**config.mk**
```make
export PLATFORM = sky130hd
export DESIGN_NAME = zone_alarm_ctrl
export DESIGN_NICKNAME = d
export VERILOG_FILES = /design/src/rtl/zone_alarm_pkg.sv /design/src/rtl/zone_sync.sv /design/src/rtl/zone_debounce.sv /design/src/rtl/zone_latch.sv /design/src/rtl/zone_alarm_ctrl.sv
export SDC_FILE = /design/constraint.sdc
export NUM_CORES = 1
export LEC_CHECK = 0
export BUFFER_PORTS_ARGS = -buffer_cell sky130_fd_sc_hd__clkbuf_2
export CORE_MARGIN = 3
export CORE_UTILIZATION = 45
export DETAILED_ROUTE_END_ITERATION = 12
export PLACE_DENSITY = 0.71
export SYNTH_ARGS = -nofsm -noshare
export SYNTH_HDL_FRONTEND = slang
export SYNTH_SLANG_ARGS = --single-unit
```
**constraint.sdc**
```tcl
create_clock -name clk -period 0.9 [get_ports clk]
set_input_delay 0.045 -clock clk [delete_from_list [all_inputs] [get_ports clk]]
set_output_delay 0.045 -clock clk [all_outputs]
set_load 0.01 [all_outputs]
```
**src/rtl/zone_alarm_pkg.sv**
```systemverilog
package zone_alarm_pkg;
  localparam int NUM_ZONES = 3;
  localparam int IND_BASE  = NUM_ZONES;
  localparam int BUZZ_BIT  = 2 * NUM_ZONES;
  localparam int IO_W      = BUZZ_BIT + 1;
endpackage

```
**src/rtl/zone_sync.sv**
```systemverilog
module zone_sync (
  input  logic clk,
  input  logic rst,
  input  logic raw_in,
  output logic sync_out
);
  logic stage1;

  always_ff @(posedge clk) begin
    if (rst) begin
      stage1   <= 1'b1;
      sync_out <= 1'b1;
    end else begin
      stage1   <= raw_in;
      sync_out <= stage1;
    end
  end

  // second stage follows the first with one clock of delay
  a_r7_two_stage: assert property (@(posedge clk) disable iff (rst)
    1'b1 |=> sync_out == $past(stage1));
endmodule

```
**src/rtl/zone_debounce.sv**
```systemverilog
module zone_debounce #(
  parameter int DEB_CYCLES = 4
) (
  input  logic clk,
  input  logic rst,
  input  logic level_in,
  output logic level_out
);
  localparam int CNT_W = (DEB_CYCLES < 2) ? 1 : $clog2(DEB_CYCLES);
  localparam logic [CNT_W-1:0] CNT_LAST = CNT_W'(DEB_CYCLES - 1);

  logic [CNT_W-1:0] run_cnt;

  always_ff @(posedge clk) begin
    if (rst) begin
      level_out <= 1'b1;
      run_cnt   <= '0;
    end else if (level_in == level_out) begin
      run_cnt <= '0;
    end else if (run_cnt == CNT_LAST) begin
      level_out <= level_in;
      run_cnt   <= '0;
    end else begin
      run_cnt <= run_cnt + 1'b1;
    end
  end

  // agreeing input never moves the accepted level
  a_r6_agree_stable: assert property (@(posedge clk) disable iff (rst)
    (level_in == level_out) |=> $stable(level_out));
  // a differing input before the window completes does not flip it
  a_r6_no_early_flip: assert property (@(posedge clk) disable iff (rst)
    (level_in != level_out && run_cnt != CNT_LAST) |=> $stable(level_out));
endmodule

```
**src/rtl/zone_latch.sv**
```systemverilog
module zone_latch #(
  parameter int ZONES = 3
) (
  input  logic             clk,
  input  logic             rst,
  input  logic [ZONES-1:0] zone_ok,
  output logic [ZONES-1:0] ind,
  output logic             buzz
);
  logic all_closed;
  assign all_closed = &zone_ok;

  always_ff @(posedge clk) begin
    if (rst) begin
      ind  <= '0;
      buzz <= 1'b0;
    end else if (!all_closed) begin
      ind  <= ind | ~zone_ok;
      buzz <= 1'b1;
    end else begin
      ind  <= '0;
      buzz <= 1'b0;
    end
  end

  for (genvar i = 0; i < ZONES; i++) begin : g_chk
    // an open zone sets its own indicator and the buzzer
    a_r2_set_on_open: assert property (@(posedge clk) disable iff (rst)
      !zone_ok[i] |=> ind[i] && buzz);
    // a lit indicator holds while any zone is open
    a_r4_hold: assert property (@(posedge clk) disable iff (rst)
      (ind[i] && !all_closed) |=> ind[i]);
  end

  // all closed clears every indicator and the buzzer together
  a_r5_clear_all: assert property (@(posedge clk) disable iff (rst)
    all_closed |=> (ind == '0) && !buzz);
  // buzzer is on exactly when some indicator is lit
  a_r3_buzz_any: assert property (@(posedge clk) disable iff (rst)
    buzz == (ind != '0));
endmodule

```
**src/rtl/zone_alarm_ctrl.sv**
```systemverilog
module zone_alarm_ctrl
  import zone_alarm_pkg::*;
#(
  parameter int DEB_CYCLES = 4
) (
  input  logic            clk,
  input  logic            rst,
  input  logic [IO_W-1:0] gpio_in,
  output logic [IO_W-1:0] gpio_out
);
  logic [NUM_ZONES-1:0] synced;
  logic [NUM_ZONES-1:0] accepted;
  logic [NUM_ZONES-1:0] ind;
  logic                 buzz;
  logic                 unused_hi;

  assign unused_hi = ^gpio_in[IO_W-1:NUM_ZONES];

  for (genvar z = 0; z < NUM_ZONES; z++) begin : g_zone
    zone_sync u_sync (
      .clk      (clk),
      .rst      (rst),
      .raw_in   (gpio_in[z]),
      .sync_out (synced[z])
    );
    zone_debounce #(.DEB_CYCLES(DEB_CYCLES)) u_deb (
      .clk       (clk),
      .rst       (rst),
      .level_in  (synced[z]),
      .level_out (accepted[z])
    );
  end

  zone_latch #(.ZONES(NUM_ZONES)) u_latch (
    .clk     (clk),
    .rst     (rst),
    .zone_ok (accepted),
    .ind     (ind),
    .buzz    (buzz)
  );

  assign gpio_out[NUM_ZONES-1:0]        = accepted;
  assign gpio_out[BUZZ_BIT-1:IND_BASE]  = ind;
  assign gpio_out[BUZZ_BIT]             = buzz;

  // indicators and buzzer are 0 in the cycle after reset
  a_r1_reset_quiet: assert property (@(posedge clk)
    rst |=> gpio_out[BUZZ_BIT:IND_BASE] == '0);
endmodule

```
## After elaboration in Yosys (flattened, before gate mapping)

Cells that the tools add are included.

| cells by class | value |
|---|---|
| $add $sub $neg | 3 |
| eq/ne operators | 6 |
| muxes and demuxes | 1 |
| bitwise gates (word level) | 5 |
| reduce and logical (&&, ||, !) cells | 8 |

Operators with widths:

| operator | number |
|---|---|
| OR reduction 3 bit | 3 |
| adder 2 x 1 -> 2 bit (second input constant) | 3 |
| equality test 2 bit (second input constant) | 3 |
| AND reduction 2 bit | 3 |
| equality test 1 bit | 3 |
| inverter 1 bit | 3 |
| inverter 3 bit | 1 |
| bitwise OR 3 bit | 1 |
| AND reduction 3 bit | 1 |
| OR reduction 2 bit | 1 |
| 2-to-1 mux 1 bit | 1 |

| storage, ports and cells | value |
|---|---|
| bits in registers | 19 |
| input port bits | 9 |
| output and inout bits | 7 |
| logic and storage cells | 37 |

## Logic depth before layout (Yosys ltp)

| logic depth | value |
|---|---|
| word-level depth | 3 |
| gate-level depth with buffers | 3 |
| gate-level depth less buffers | 3 |

## Hierarchy

A second synthesis with hierarchy kept.

| unflattened totals | value |
|---|---|
| cells, all modules | 52 |
| area total of the unflattened synthesis | 656.9 um2 |

By module, submodules not included:

| module | times used | cells each | area each (um2) | sequential area each (um2) |
|---|---|---|---|---|
| zone_debounce | 3 | 9 | 118.9 | 60.1 |
| zone_sync | 3 | 4 | 52.6 | 40.0 |
| zone_latch | 1 | 12 | 135.1 | 80.1 |
| zone_alarm_ctrl | 1 | 1 | 7.5 | 0.0 |

## Worst setup path before layout

OpenSTA, ideal clock, no wires.

| timing | value |
|---|---|
| kind | register to register |
| from | register g_zone[0].u_deb.run_cnt[0] |
| to | register g_zone[0].u_deb.level_out |
| library setup time | 0.120 ns |
| data arrival time | 0.822 ns |
| required time | 0.780 ns |
| slack | -0.041 ns |
| stages on the path, launching flop included | 3 |
| clock period less this slack | 0.941 ns |
| path through | dfxtp_1 ha_1 a211o_1 |

| between the ends | value |
|---|---|
| cells in the longest elaborated chain, start to end | 2 |

Ends and longest elaborated chain:

| element | line | RTL |
|---|---|---|
| from (decl) | zone_debounce.sv:12 | `logic [CNT_W-1:0] run_cnt;` |
| from (signal assigned) | zone_debounce.sv:24 | `run_cnt <= run_cnt + 1'b1;` |
| equality test 2 bit | zone_debounce.sv:20 | `end else if (run_cnt == CNT_LAST) begin` |
| AND reduction 2 bit (no line) | - |  |
| to (signal assigned) | zone_debounce.sv:21 | `level_out <= level_in;` |
| to (decl) | zone_debounce.sv:7 | `output logic level_out` |

No other way between the ends.
A chain may end at the register's enable or synchronous reset.

## Final worst setup path

| timing | value |
|---|---|
| from | register g_zone[2].u_deb.run_cnt[0] |
| to | register g_zone[2].u_deb.level_out |

| between the ends | value |
|---|---|
| cells in the longest elaborated chain, start to end | 2 |

Ends and longest elaborated chain:

| element | line |
|---|---|
| from (decl) | zone_debounce.sv:12 |
| from (signal assigned) | zone_debounce.sv:24 |
| equality test 2 bit | zone_debounce.sv:20 |
| AND reduction 2 bit (no line) | - |
| to (signal assigned) | zone_debounce.sv:21 |
| to (decl) | zone_debounce.sv:7 |

No other way between the ends.

==> impl_metrics.toml <==
[logic_synthesis]
synthesis.yosys.warnings = 0
syn_avg_cell_area_sq_um = 12.5
syn_nets = 69
ys_seq_area_share_pct = 53.4
synthCells = 57
ys_seq_elements = 19
syn-cell-area_sq_um = 712
yosysUniqueCellTypes = 16

[worst_hold_path]
hold_depth = 2
min_path_type = "in -> reg"
min_to = "u_latch.buzz"
hp-start = "rst"

[worst_setup_path]
worstReg2RegStart = "g_zone[2].u_deb.run_cnt[0]"
worstSetupStartpointType = "flop"
worstPathMaxFanout = 4
worst-r2r-setup-slack_ns = 0.002
r2r-end = "g_zone[2].u_deb.level_out"
end_kind = "flop"
critPathRequiredTime_ns = 1.09
crit_type = "reg -> reg"
reg2reg_depth = 2
worst-endpoint-arrival_ns = 1.09

[run]
max_cap_viol_count = 0

[clocking]
clockBufferDepth = 2
post_cts_buffers = 0
cts_buffers = 3
cts_root_buffer = "clkbuf_4"
clock-sinks = 19
cts_tree = "done"
clk_latency_ns = 0.29
htree_levels = 1
clkTransAtPathRegs_ns = 0.10

[timing]
fin_ws_ns = 0.00159
finalSetupTns_ns = 0
rsz0062_at_grt = "true"
timing.hold.ws_ns = 0.196
max_freq_ghz = 1.11
clock_skew_ns = 0.00423
relSlewSlack_pct = 73.8
finalHoldViolations = 0
setup_violations = 0
worst_slew_pin_slew_ns = 0.393
maxSlewViolCount = 0
fin_crit_sh_pct = 99.8
post-route-min-period_ns = 0.898

[grt]
grt.overflow.total = 0
grt_pass1_vias = 406
grt_max_degree = 20
antenna_found_initial = 0
grt_usage_pct = 11.9
grt_pass1_wl_mm = 1.73

[finish]
multi_input_area_sq_um = 319
nNetsFinal = 85
antenna_cells = 0
drive_above_1_share_pct = 52.8
regArea_sq_um = 399
synthToLayoutAreaGrowth_pct = 22.5
finalInstanceArea_sq_um = 872
nFillCells = 122

[routing]
drc = 0
drt_first_iter_violations = 4
wire_per_inst_um = 11.3
first_pass_iters = 2
routed_wl_um = 982
via_per_inst = 4.92
vias = 428
ant_nets = 0

[floorplan]
fp-row-count = 13
start_util_pct = 51.5
die_y_um = 45.8
die_w_um = 45.8
die-area_sq_um = 2100
core-area_sq_um = 1380
num_io_pins = 16

[pwr]
p_per_area_nw_per_um2 = 1530
p_int_mw = 1.05
clockPowerShare_pct = 31.2
p_sw_mw = 0.285
pwr-share-seq_pct = 64.3
combinationalPowerShare_pct = 4.4
peakVddDrop_mv = 1.28
sw_frac_of_total_pct = 21.4
p_leak_nw = 0.325

[place]
dpl_cell_area_sq_um = 767
place_congestion = 0.660
place.port_buffers = 11
dp_slack_ns = -0.0356
hpwl_um = 662

[status]
run_status = "finished clean"
==> worst max path at each step <==
stage                                     startpoint                        end  slack (ns)
final                     g_zone[2].u_deb.run_cnt[0]  g_zone[2].u_deb.level_out       0.002
after global routing      g_zone[1].u_deb.run_cnt[1]  g_zone[1].u_deb.level_out       -0.03
after CTS                 g_zone[0].u_deb.run_cnt[0]  g_zone[0].u_deb.level_out     -0.0009
after detailed placement  g_zone[0].u_deb.run_cnt[0]  g_zone[0].u_deb.level_out       -0.04
after global placement    g_zone[1].u_deb.run_cnt[0]  g_zone[1].u_deb.level_out      -0.009
after floorplan           g_zone[0].u_deb.run_cnt[0]  g_zone[0].u_deb.level_out        0.01
==> registers in the layout, indices dropped and copies added (netlist names) <==
register	cells
u_latch.buzz	1
u_latch.ind	3
g_zone.u_deb.level_out	3
g_zone.u_sync.stage1	3
g_zone.u_deb.run_cnt	6
g_zone.u_sync.sync_out	3
==> critical path: stages, from the launching register on <==
cell and delay (ns):
dfxtp_2 0.35, ha_4 0.17, a211o_1 0.28
==> layer usage <==
layer,part of all wire (%),wire (um),track usage [%]
met5,0,0,0
met4,0.92,9,6.82
met3,6.2,61,5.93
met2,41,403,15.6
met1,52,508,15.6
==> cell type report <==
type,instances,share of cell area [%]
clock buffer,3,2.58
clock inverter,1,0.574
multi-input combinational,32,36.6
sequential,19,45.8
tap,15,2.15
timing repair buffer,17,12.3
==> Yosys cell counts <==
| cell type | instances | area share [%] |
|---|---|---|
| dfxtp_1 | 19 | 53 |
| or2_1 | 6 | 5.3 |
| buf_4 | 4 | 4.2 |
| nor2b_1 | 4 | 3.5 |
| a211o_1 | 3 | 3.7 |
| ha_1 | 3 | 5.3 |
| nor4_2 | 3 | 5.3 |
| nor4b_2 | 3 | 6.3 |
| xnor2_1 | 3 | 3.7 |
| buf_6 | 2 | 3.2 |
| nor3_1 | 2 | 1.4 |
| a21bo_1 | 1 | 1.4 |
| a21oi_1 | 1 | 0.70 |
| and3_1 | 1 | 0.88 |
| nor2_1 | 1 | 0.53 |
| nor2b_2 | 1 | 1.2 |
==> placed cells by master, fill, tap and decap left out <==
master and instances:
dfxtp_2 6, buf_2 1, nor3_1 2, a21bo_1 1, clkinv_2 1, buf_4 3
dlygate4sd3_1 3, dfxtp_1 10, nor2b_1 3, nor2_1 1, dfxtp_4 3, nor2b_2 2
and3_1 1, or2_1 6, nor4_2 3, clkbuf_2 10, a21oi_1 1, ha_4 3
clkbuf_4 3, a211o_1 3, nor4b_2 3, xnor2_1 3
==> power by group through the flow <==
stage	clock, mW	combinational [mW]	sequential [mW]
6_report	0.416	0.0593	0.857
5_1_grt	0.471	0.0678	0.860
3_3_place_gp	0	0.0481	0.884
2_1_floorplan	0	0.0403	0.883
3_5_place_dp	0	0.0490	0.884
4_1_cts	0.431	0.0597	0.867
==> kinds of logic (layout without fill, tap and decap cells) <==
logic type | count (synthesis) | in the layout | synth area share [%]
xor gates and xnor gates | 3 | 3 | 3.69
adders and majority gates | 3 | 3 | 5.27
and+or+nand+nor | 21 | 21 | 24.4
buffers and inverters | 6 | 21 | 7.38
DFF | 19 | 19 | 53.4
AOI/OAI and AO/OA | 5 | 5 | 5.80
==> metrics by stage <==
| step | total power [mW] | util, % | instances |
|---|---|---|---|
| 6_report | 1.33 | 63.1 | 87 |
| 5_1_grt | 1.40 | 63.1 | 87 |
| 4_1_cts | 1.36 | 62.4 | 87 |
| 3_5_place_dp | 0.933 | 55.5 | 80 |
| 3_3_place_gp | 0.932 | 55.5 | 80 |
| 2_1_floorplan | 0.924 | - | 57 |
==> repair_timing <==
| item | CTS | global route |
|---|---|---|
| hold endpoints to repair | 3 | 0 |
| hold buffers | 3 | 0 |
| resized for setup | 9 | 5 |
| setup endpoints to repair | 6 | 8 |
| pin swaps | 4 | 2 |
Note: power is estimated with default switching activity, not from simulation.
